===== src/rtl/line_irq_status.sv =====
module line_irq_status #(
  parameter int LOOP_W      = 6,
  parameter int SYNC_STAGES = 2
) (
  input  logic              clk,
  input  logic              rst_n,
  input  logic              ring_in,
  input  logic              ev_rx_ovl,
  input  logic              frame_lost,
  input  logic              ev_billing,
  input  logic              ev_dropout,
  input  logic [LOOP_W-1:0] loop_meas,
  input  logic              ev_loop_chg,
  input  logic              ev_polarity,
  input  logic              wr_en,
  input  logic [1:0]        addr,
  input  logic [7:0]        wdata,
  output logic [7:0]        rdata,
  output logic              irq
);

  localparam logic [1:0] A_FLAG = 2'd0;
  localparam logic [1:0] A_MASK = 2'd1;
  localparam logic [1:0] A_CTRL = 2'd2;
  localparam logic [1:0] A_STAT = 2'd3;

  logic [SYNC_STAGES-1:0] ring_sync;
  logic                   ring_prev;
  logic [7:0]             flags, mask;
  logic [1:0]             ctrl;
  logic                   rx_stat, irq_q;

  wire ring_now  = ring_sync[SYNC_STAGES-1];
  wire both_edge = ctrl[1];
  wire gie       = ctrl[0];
  wire ring_hit  = (ring_now & ~ring_prev) | (both_edge & ~ring_now & ring_prev);
  wire wr_flags  = wr_en && (addr == A_FLAG);
  wire [7:0] keep    = wr_flags ? wdata : 8'hFF;
  wire [7:0] set_vec = {ring_hit, ev_rx_ovl, frame_lost, ev_billing,
                        ev_dropout, &loop_meas, ev_loop_chg, ev_polarity};

  always_ff @(posedge clk or negedge rst_n) begin
    if (!rst_n) begin
      ring_sync <= '0;
      ring_prev <= 1'b0;
    end else begin
      ring_sync <= {ring_sync[SYNC_STAGES-2:0], ring_in};
      ring_prev <= ring_now;
    end
  end

  always_ff @(posedge clk or negedge rst_n) begin
    if (!rst_n) begin
      flags   <= '0;
      rx_stat <= 1'b0;
    end else begin
      flags   <= (flags & keep) | set_vec;
      rx_stat <= (rx_stat & keep[6]) | ev_rx_ovl;
    end
  end

  always_ff @(posedge clk or negedge rst_n) begin
    if (!rst_n) begin
      mask <= '0;
      ctrl <= '0;
    end else if (wr_en) begin
      if (addr == A_MASK) mask <= wdata;
      if (addr == A_CTRL) ctrl <= wdata[1:0];
    end
  end

  always_ff @(posedge clk or negedge rst_n) begin
    if (!rst_n) irq_q <= 1'b0;
    else        irq_q <= gie & |(flags & mask);
  end

  assign irq = irq_q;

  always_comb begin
    case (addr)
      A_FLAG:  rdata = flags;
      A_MASK:  rdata = mask;
      A_CTRL:  rdata = {6'b0, ctrl};
      A_STAT:  rdata = {7'b0, rx_stat};
      default: rdata = 8'h00;
    endcase
  end

  AST_FLAG_STICKY: assert property (@(posedge clk) disable iff (!rst_n)
    !wr_flags |=> ((flags & $past(flags)) == $past(flags)));
  AST_NO_SW_SET: assert property (@(posedge clk) disable iff (!rst_n)
    (wr_flags && set_vec == 8'h00) |=> ((flags & ~$past(flags)) == 8'h00));
  AST_SET_WINS: assert property (@(posedge clk) disable iff (!rst_n)
    ev_billing |=> flags[4]);
  AST_RX_LINK: assert property (@(posedge clk) disable iff (!rst_n)
    rx_stat == flags[6]);
  AST_IRQ_OFF: assert property (@(posedge clk) disable iff (!rst_n)
    !gie |=> !irq);
  AST_IRQ_ON: assert property (@(posedge clk) disable iff (!rst_n)
    (gie && (flags & mask) != 8'h00) |=> irq);
  AST_FALL_GATED: assert property (@(posedge clk) disable iff (!rst_n)
    (!both_edge && !ring_now && !flags[7] && !(ring_sync[SYNC_STAGES-2] && !ring_now)) |=> !flags[7]);

endmodule


===== config.mk =====
export PLATFORM = sky130hd
export DESIGN_NAME = line_irq_status
export DESIGN_NICKNAME = d
export VERILOG_FILES = /design/src/rtl/line_irq_status.sv
export SDC_FILE = /design/constraint.sdc
export NUM_CORES = 1
export LEC_CHECK = 0
export BUFFER_PORTS_ARGS = -buffer_cell sky130_fd_sc_hd__buf_2
export CORE_MARGIN = 2
export CORE_UTILIZATION = 53
export DETAILED_ROUTE_END_ITERATION = 8
export GPL_TIMING_DRIVEN = 0
export PLACE_DENSITY = 0.83
export SLEW_MARGIN = 5
export SYNTH_ARGS = -nofsm -noshare
export SYNTH_HDL_FRONTEND = slang
export SYNTH_SLANG_ARGS = --single-unit

===== constraint.sdc =====
create_clock -name clk -period 1.37 [get_ports clk]
set_input_delay 0.0685 -clock clk [delete_from_list [all_inputs] [get_ports clk]]
set_output_delay 0.0685 -clock clk [all_outputs]
set_load 0.05 [all_outputs]

# Word-level counts from Yosys, hierarchy flattened
# Cells that the tools add are included.
# word_totals
register_bits	23
latchBits	0
ramBits	0
mem_bits_ro	0
elab_cells	30
n_memories	0
# op_classes
add_sub_neg	0
mul	0
div_mod_pow	0
magnitude_cmp	0
eq_ne	3
shift	0
muxes	2
bitwise	12
reduce_logical	6
# ops
op	count
$pmux W8 S4	1
$and A8 B8 Y8	2
$mux W8	1
$or A8 B8 Y8	1
$reduce_or A8 Y1	1
$reduce_and A6 Y1	1
$and A1 B1 Y1	5
$eq A2 B2 Y1 const B	2
$reduce_and A2 Y1	2
$eq A2 B1 Y1 const B	1
$logic_not A2 Y1	1
$not A1 Y1	2
$or A1 B1 Y1	2
$logic_and A1 B1 Y1	1

# Logic depth before layout (Yosys ltp)
# Gate-level depths: netlist (run 1).
# depth
ltp_word	5
mapped_depth	4

# Least setup slack after synthesis (run 1)
# Ideal clock, no wire load.
# synth_timing
kind	in2out
start	input addr[0]
end	output rdata[1]
t_arrival_ns	1.589
required_time_ns	1.302
path_slack_ns	-0.287
path_stages	4
n_path_buf	2
path_cell_list	buf_6 > buf_2 > mux2i_1 > o21ai_0
# synth_via
elab_chain_len	2
word_cells_on_any_way	5
cone_classes	3 x eq/ne; 1 x mux; 1 x reduce/logical
# synth_lines
element	line_no	text
from (decl)	16	input logic [1:0] addr,
$eq A2 B2 Y1, or another cell as far along	80	case (addr)
$pmux W8 S4 *	80	
to (decl)	18	output logic [7:0] rdata,
# Every way passes the cells marked *; elsewhere a longest branch is shown, timed or not.

# Worst setup path after layout (run 1)
# layout_timing
start	register flags[0]
end	output rdata[0]
# layout_via
elab_chain_len	1
# layout_lines
element	line_no	text
from (decl)	29	logic [7:0] flags, mask;
from (signal assigned)	57	flags <= (flags & keep) | set_vec;
$pmux W8 S4	80	
# No other way between the ends.

==> run summary, run 1 <==
largest family of logic cells by synthesized area: multiplexers
Worst Setup End Kind: primary output
area share of the largest cell type after synthesis: 53.12%
Vias: 904
Leakage: 0.6910 nW
violated checks: hold timing, setup timing
share of cells above drive strength 1: 39.72%
cell area power density: 1071 mW/mm^2
clk_skew: 0.0005684 ns
average size of a mapped cell: 12.75 sq um
crit share post-route: 106.6%
internal power: 1.076 mW
status: complete, but fails checks
final wirelength: 2526 um
Post-Synth XOR/XNOR Area: 0%
Die Width: 49.22 um
Routed Antenna Nets: 0
Max Freq: 684.6 MHz
Critical Path Max Stage Delay: 0.47 ns
Final Wtd Congestion: 0.7390
Final Max Slew Viols: 0
Clock Latency Late Sink: 0.33 ns
register share of total power: 50.8%
Initial Util: 55.80%
Rows: 16
I/O pin count: 35
ys flop type: dfrtp_1
Yosys cell types: 20
Ant. Diodes: 0
Final #Nets: 168
synth cell count leaders: dfrtp_1 (23), mux2_2 (10), a21o_1 (7), mux2i_1 (7)
crit-path leading delay family: multiplexers
Final Hold Viols: 1
Mapped Nets: 111
worst hold margin: -0.003461 ns
final setup vio count: 1
setup ws final: -0.09079 ns
Startpoint Class: flip-flop
Clk pwr share: 20.5%
adder-cell area share of the yosys netlist: 0%
drc violations: 0
Net Switching: 0.5348 mW
Synth Area in Simple Gates: 13.16%
Chip Height: 49.22 um
Avg WL per Cell: 15.04 um
clk buf depth: 2
multiplexer share of the synthesized area: 18.94%
most frequent cell after synthesis: dfrtp_1
Worst Path Max Fanout: 2
DP HPWL: 1602 um
Place WS: 0.2321 ns
Worst path slowest cell: mux4_2
register area share after synthesis: 53.12%
gr ovfl total: 0
Root Buffer: clkbuf_4
CTS tree: built
clock sink count: 23
Net Sw Frac: 33.20%
CTS buffer count: 3
Max-Cap Viols: 0
Final Critical Period: 1.461 ns
synthesis-to-layout area growth: 38.80%
Worst EP arrival: 1.39 ns
vias in the first global route: 946
Yosys reg bits: 23
Synth Instances: 85
critical path type: flip-flop to primary output
headroom to the max-slew limit: 65.95%
number of synthesized flops with an enable pin: 0
largest net degree at the start of global routing: 24
Layout Utilization: 77.45%
Post-Syn Area: 0.001084 sq mm
most area-hungry cell type in the Yosys netlist: dfrtp_1
WP data required: 1.30 ns
warnings from Yosys: 0
Vias/cell: 5.381
Synth Area in Compound Gates: 10.28%
Comb pwr share: 28.7%
Min-Delay Path Class: input port to flip-flop
first-pass GRT wire length: 4229 um
asr flop ratio synth: 100.0%
core box area: 0.001942 sq mm
actual slew at the worst max-slew pin: 0.5107 ns
worst vdd ir: 0.7624 mV
CTS H-tree depth: 1
Starting DRT DRC Count: 16
IO Port Bufs: 31
total track usage: 23.39%
RSZ-0062 raised after global routing: true
Synth area leaders: dfrtp_1 (53%), mux2_2 (10%), mux2i_1 (6.5%)
worst path cell trace: mux4_2, buf_6
Die Area: 0.002422 sq mm
PnR Total Power: 1.611 mW
antenna violations before repair: 0
Buf/Inv on CP: 1
Clk pin slew, worst setup/hold paths: 0.13 ns
TritonRoute pass-1 iters: 4
power groups by stage:
stage / clock network (mW) / logic [mW] / registers (mW)
after floorplan: 0 / 0.273 / 0.836
after CTS: 0.327 / 0.457 / 0.815
after detailed placement: 0 / 0.402 / 0.832
final: 0.331 / 0.462 / 0.818
after global placement: 0 / 0.390 / 0.827
after global routing: 0.357 / 0.494 / 0.831
state kept, by name, summed over array words and instances (netlist names):
| signal | flops |
|---|---|
| flags | 8 |
| ctrl | 2 |
| ring_prev | 1 |
| rx_stat | 1 |
| irq | 1 |
| ring_sync | 2 |
| mask | 8 |
layer usage:
layer  vias to the layer above  routed length, um  track usage, %
li1                        428                  -               -
met1                       441               1103           29.36
met2                        30               1250           37.61
met3                         5                117           5.215
met4                         0                 55           12.38
met5                         -                  0               0
cell families after synthesis:
group	after synthesis
compound gates	15
flops	23
mux	18
buf+inv	8
simple gates	21
metrics by stage:
| stage | TNS, ns | instances | cell area (sq um) |
|---|---|---|---|
| 2_1_floorplan | 0 | 85 | 1084 |
| 3_3_place_gp | 0 | 143 | 1272 |
| 3_5_place_dp | 0 | 143 | 1272 |
| 4_1_cts | -0.08373 | 165 | 1479 |
| 5_1_grt | -0.1206 | 168 | 1504 |
| 6_report | -0.09079 | 168 | 1504 |
path summary, 6_finish.rpt:
kind / cells past startpoint / to / startpoint / slack (ns)
max: 2 / rdata[0] / flags[0] / -0.09
min: 3 / flags[2] / loop_meas[1] / -0.003
max reg2reg: 4 / irq / flags[0] / 0.31
min reg2reg: 0 / ring_sync[1] / ring_sync[0] / 0.37
max in group asynchronous: 2 / flags[6] / rst_n / 0.80
min in group asynchronous: 2 / mask[1] / rst_n / 0.23
cell type report:
| cell class | instances | area (sq um) |
|---|---|---|
| clock buffer | 3 | 22.52 |
| inverter | 3 | 11.26 |
| buffer | 5 | 37.54 |
| clock inverter | 1 | 5.005 |
| multi-input combinational | 54 | 459.2 |
| timing repair buffer | 52 | 359.1 |
| tap | 27 | 33.78 |
| sequential | 23 | 575.6 |
| fill | 145 | 437.9 |
layout by cell type, fill, tap and decap left out:
master | Yosys | routed
a21o_1 | 7 | 7
a22oi_1 | 4 | 4
a41oi_1 | 1 | 1
buf_2 | 3 | 33
buf_4 | 0 | 5
buf_6 | 2 | 3
clkbuf_4 | 0 | 3
clkinv_2 | 0 | 1
dfrtp_1 | 23 | 23
dlygate4sd3_1 | 0 | 16
inv_1 | 3 | 3
mux2_2 | 10 | 10
mux2i_1 | 7 | 7
mux4_2 | 1 | 1
nand2_1 | 2 | 2
nand2b_1 | 1 | 1
nand3b_1 | 3 | 3
nand4_1 | 1 | 1
nor2_1 | 6 | 6
nor4b_1 | 2 | 2
o21ai_1 | 0 | 1
o221ai_1 | 1 | 1
o22ai_1 | 1 | 1
or4b_1 | 6 | 6
what timing repair did:
action                                 4_1_cts  5_1_grt
buffers inserted                             3        2
hold buffers                                15        1
gates resized for setup                      2        0
endpoints found under the hold margin       39        1
setup endpoints to repair                    1        1
worst min-delay path, stage by stage:
cell and delay, ns:
buf_2 0.10, nand4_1 0.06, o22ai_1 0.07
No activity file was read; power rests on OpenSTA's default activity.
==> inputs of run 2 (changes only) <==
- CORE_UTILIZATION: 53 -> 55
- CTS_BUF_LIST: default -> sky130_fd_sc_hd__clkbuf_4
- GPL_ROUTABILITY_DRIVEN: default -> 0
- MAX_ROUTING_LAYER: default -> met4
- PLACE_DENSITY: 0.83 -> 0.86
==> run 2 against run 1 <==
The run still ends with hold timing, setup timing left. Fmax hardly changed. Utilization is 1.8 points higher. Global-route usage up 1.8 points. Clock power hardly changed. Via count increased by 1.0%. Final area up 0.17%. Die area decreased by 3.3%. Flip-flop and latch count is the same. Critical path depth did not move. Worst setup slack better by 0.00062 ns.
==> run summary, run 2 (synthesis results as in run 1) <==
status: complete, but fails checks
violated checks: hold timing, setup timing
Die Area: 0.002341 sq mm (-3.3%)
worst vdd ir: 0.7022 mV (-7.9%)
Final #Nets: 168 (unchanged)
Rows: 16 (unchanged)
Buf/Inv on CP: 1 (unchanged)
post-route insts no fill: 168 (unchanged)
IO Port Bufs: 31 (unchanged)
total track usage: 25.24% (+1.8 points)
final wirelength: 2674 um (+5.9%)
Clk pin slew, worst setup/hold paths: 0.14 ns (about the same)
worst path cell trace: mux4_2, buf_6
Chip Height: 48.39 um (-1.7%)
Max-Cap Viols: 0 (unchanged)
crit share post-route: 106.6% (about the same)
clock sink count: 23 (unchanged)
CTS tree: built
drc violations: 0 (unchanged)
internal power: 1.083 mW (+0.65%)
worst hold margin: -0.004086 ns (-0.0006244 ns)
Worst path slowest cell: mux4_2
Starting DRT DRC Count: 19 (+3)
cell area power density: 1075 mW/mm^2 (+0.38%)
Root Buffer: clkbuf_4
CTS H-tree depth: 1 (unchanged)
vias in the first global route: 945 (-0.11%)
Vias: 913 (+1.0%)
Clock Latency Late Sink: 0.32 ns (about the same)
Max Freq: 684.9 MHz (about the same)
Ant. Diodes: 0 (unchanged)
Net Switching: 0.5366 mW (+0.33%)
largest net degree at the start of global routing: 24 (unchanged)
actual slew at the worst max-slew pin: 0.4904 ns (-0.02033 ns)
Worst Path Max Fanout: 2 (unchanged)
CTS buffer count: 3 (unchanged)
top flop regs: flags: 8 flops, mask: 8 flops
most common cell after layout, fill and taps aside: buf_2
crit-path leading delay family: multiplexers
Leakage: 0.6879 nW (-0.45%)
Startpoint Class: flip-flop
most frequent cells in the layout: buf_2 (33), dfrtp_1 (23), dlygate4sd3_1 (16), mux2_2 (10)
share of cells above drive strength 1: 39.72% (unchanged)
Critical Path Max Stage Delay: 0.48 ns (about the same)
Die Width: 48.39 um (-1.7%)
critical path depth: 2 (unchanged)
setup ws final: -0.09017 ns (+0.0006177 ns)
Avg WL per Cell: 15.92 um (+5.9%)
RSZ-0062 raised after global routing: true
Comb pwr share: 29.1% (+0.4 points)
Final Hold Viols: 1 (unchanged)
DP Cell Count: 143 (unchanged)
I/O pin count: 35 (unchanged)
WP data required: 1.30 ns (about the same)
antenna violations before repair: 0 (unchanged)
gr ovfl total: 0 (unchanged)
# fillers: 119 (-18%)
Worst Setup End Kind: primary output
register share of total power: 50.5% (-0.3 points)
reg2reg path depth: 4 (unchanged)
Worst EP arrival: 1.39 ns (about the same)
clk_skew: 0.009027 ns (+0.008459 ns)
final setup vio count: 1 (unchanged)
clk buf depth: 2 (unchanged)
Final Max Slew Viols: 0 (unchanged)
Min-Delay Path Class: input port to flip-flop
hold path depth: 3 (unchanged)
Clk pwr share: 20.4% (about the same)
Final Critical Period: 1.460 ns (-0.0006177 ns)
Vias/cell: 5.435 (+1.0%)
DP HPWL: 1622 um (+1.2%)
core box area: 0.001902 sq mm (-2.1%)
critical path type: flip-flop to primary output
headroom to the max-slew limit: 67.31% (+1.4 points)
Initial Util: 56.97% (+1.2 points)
synthesis-to-layout area growth: 39.03%
Routed Antenna Nets: 0 (unchanged)
Net Sw Frac: 33.13% (-0.071 points)
first-pass GRT wire length: 4319 um (+2.1%)
TritonRoute pass-1 iters: 4 (unchanged)
## run 2: cell count changes in the layout (fill, tap and decap cells not counted)
cell | before | now
clkinvlp_4 | 0 | 1
clkinv_2 | 1 | 0
## run 2: power groups by stage
| stage | Clock [mW] | Sequential, mW | Combinational [mW] |
|---|---|---|---|
| after detailed placement | 0 | 0.832 | 0.401 |
| after global routing | 0.360 | 0.828 | 0.505 |
| after global placement | 0 | 0.826 | 0.390 |
| after floorplan | 0 | 0.836 | 0.273 |
| final | 0.330 | 0.818 | 0.472 |
| after CTS | 0.331 | 0.815 | 0.463 |
## run 2: cell type report
class                      instances  area [sq um]  area share, %
clock inverter                     1         7.507         0.4983
timing repair buffer              52         359.1          23.84
tap                               27         33.78          2.243
buffer                             5         37.54          2.492
sequential                        23         575.6          38.21
inverter                           3         11.26         0.7475
clock buffer                       3         22.52          1.495
multi-input combinational         54         459.2          30.48
## run 2: worst paths after layout
| path | startpoint | end | slack, ns |
|---|---|---|---|
| worst max-delay path | flags[0] | rdata[0] | -0.09 |
| max in group asynchronous | rst_n | mask[3] | 0.81 |
| worst min-delay path | loop_meas[4] | flags[2] | -0.004 |
| min in group asynchronous | rst_n | ring_sync[0] | 0.22 |
| worst min register to register | ring_sync[0] | ring_sync[1] | 0.38 |
| worst max register to register | flags[0] | irq | 0.26 |
## run 2: timing repair
action                                 CTS  global route
buffers inserted                         4             1
endpoints found under the hold margin   38             1
gates resized for setup                  2             0
hold buffers                            15             1
setup endpoints to repair                1             1
## run 2: through the flow
stage          setup WS, ns  area (sq um)  setup TNS, ns  power, mW  util (%)
6_report           -0.09017          1506       -0.09017      1.620     79.21
5_1_grt             -0.1220          1506        -0.1220      1.693     79.21
4_1_cts            -0.07210          1489       -0.07210      1.609     78.29
3_5_place_dp         0.2488          1272              0      1.233     66.91
3_3_place_gp         0.2445          1272              0      1.215     66.91
2_1_floorplan       0.09018          1084              0      1.109         -
## run 2: worst register-to-register path, stage by stage, from the launching register on
cell and delay, ns:
dfrtp_1 0.42, buf_4 0.14, buf_4 0.13, a22oi_1 0.17
a41oi_1 0.13
## run 2: routing by layer
| layer | track usage, % | routed length (um) | vias to the layer above |
|---|---|---|---|
| met5 | - | 0 | - |
| met4 | 11.43 | 44 | 0 |
| met3 | 3.086 | 163 | 4 |
| met2 | 45.14 | 1357 | 47 |
| met1 | 28.36 | 1108 | 436 |
| li1 | - | - | 426 |
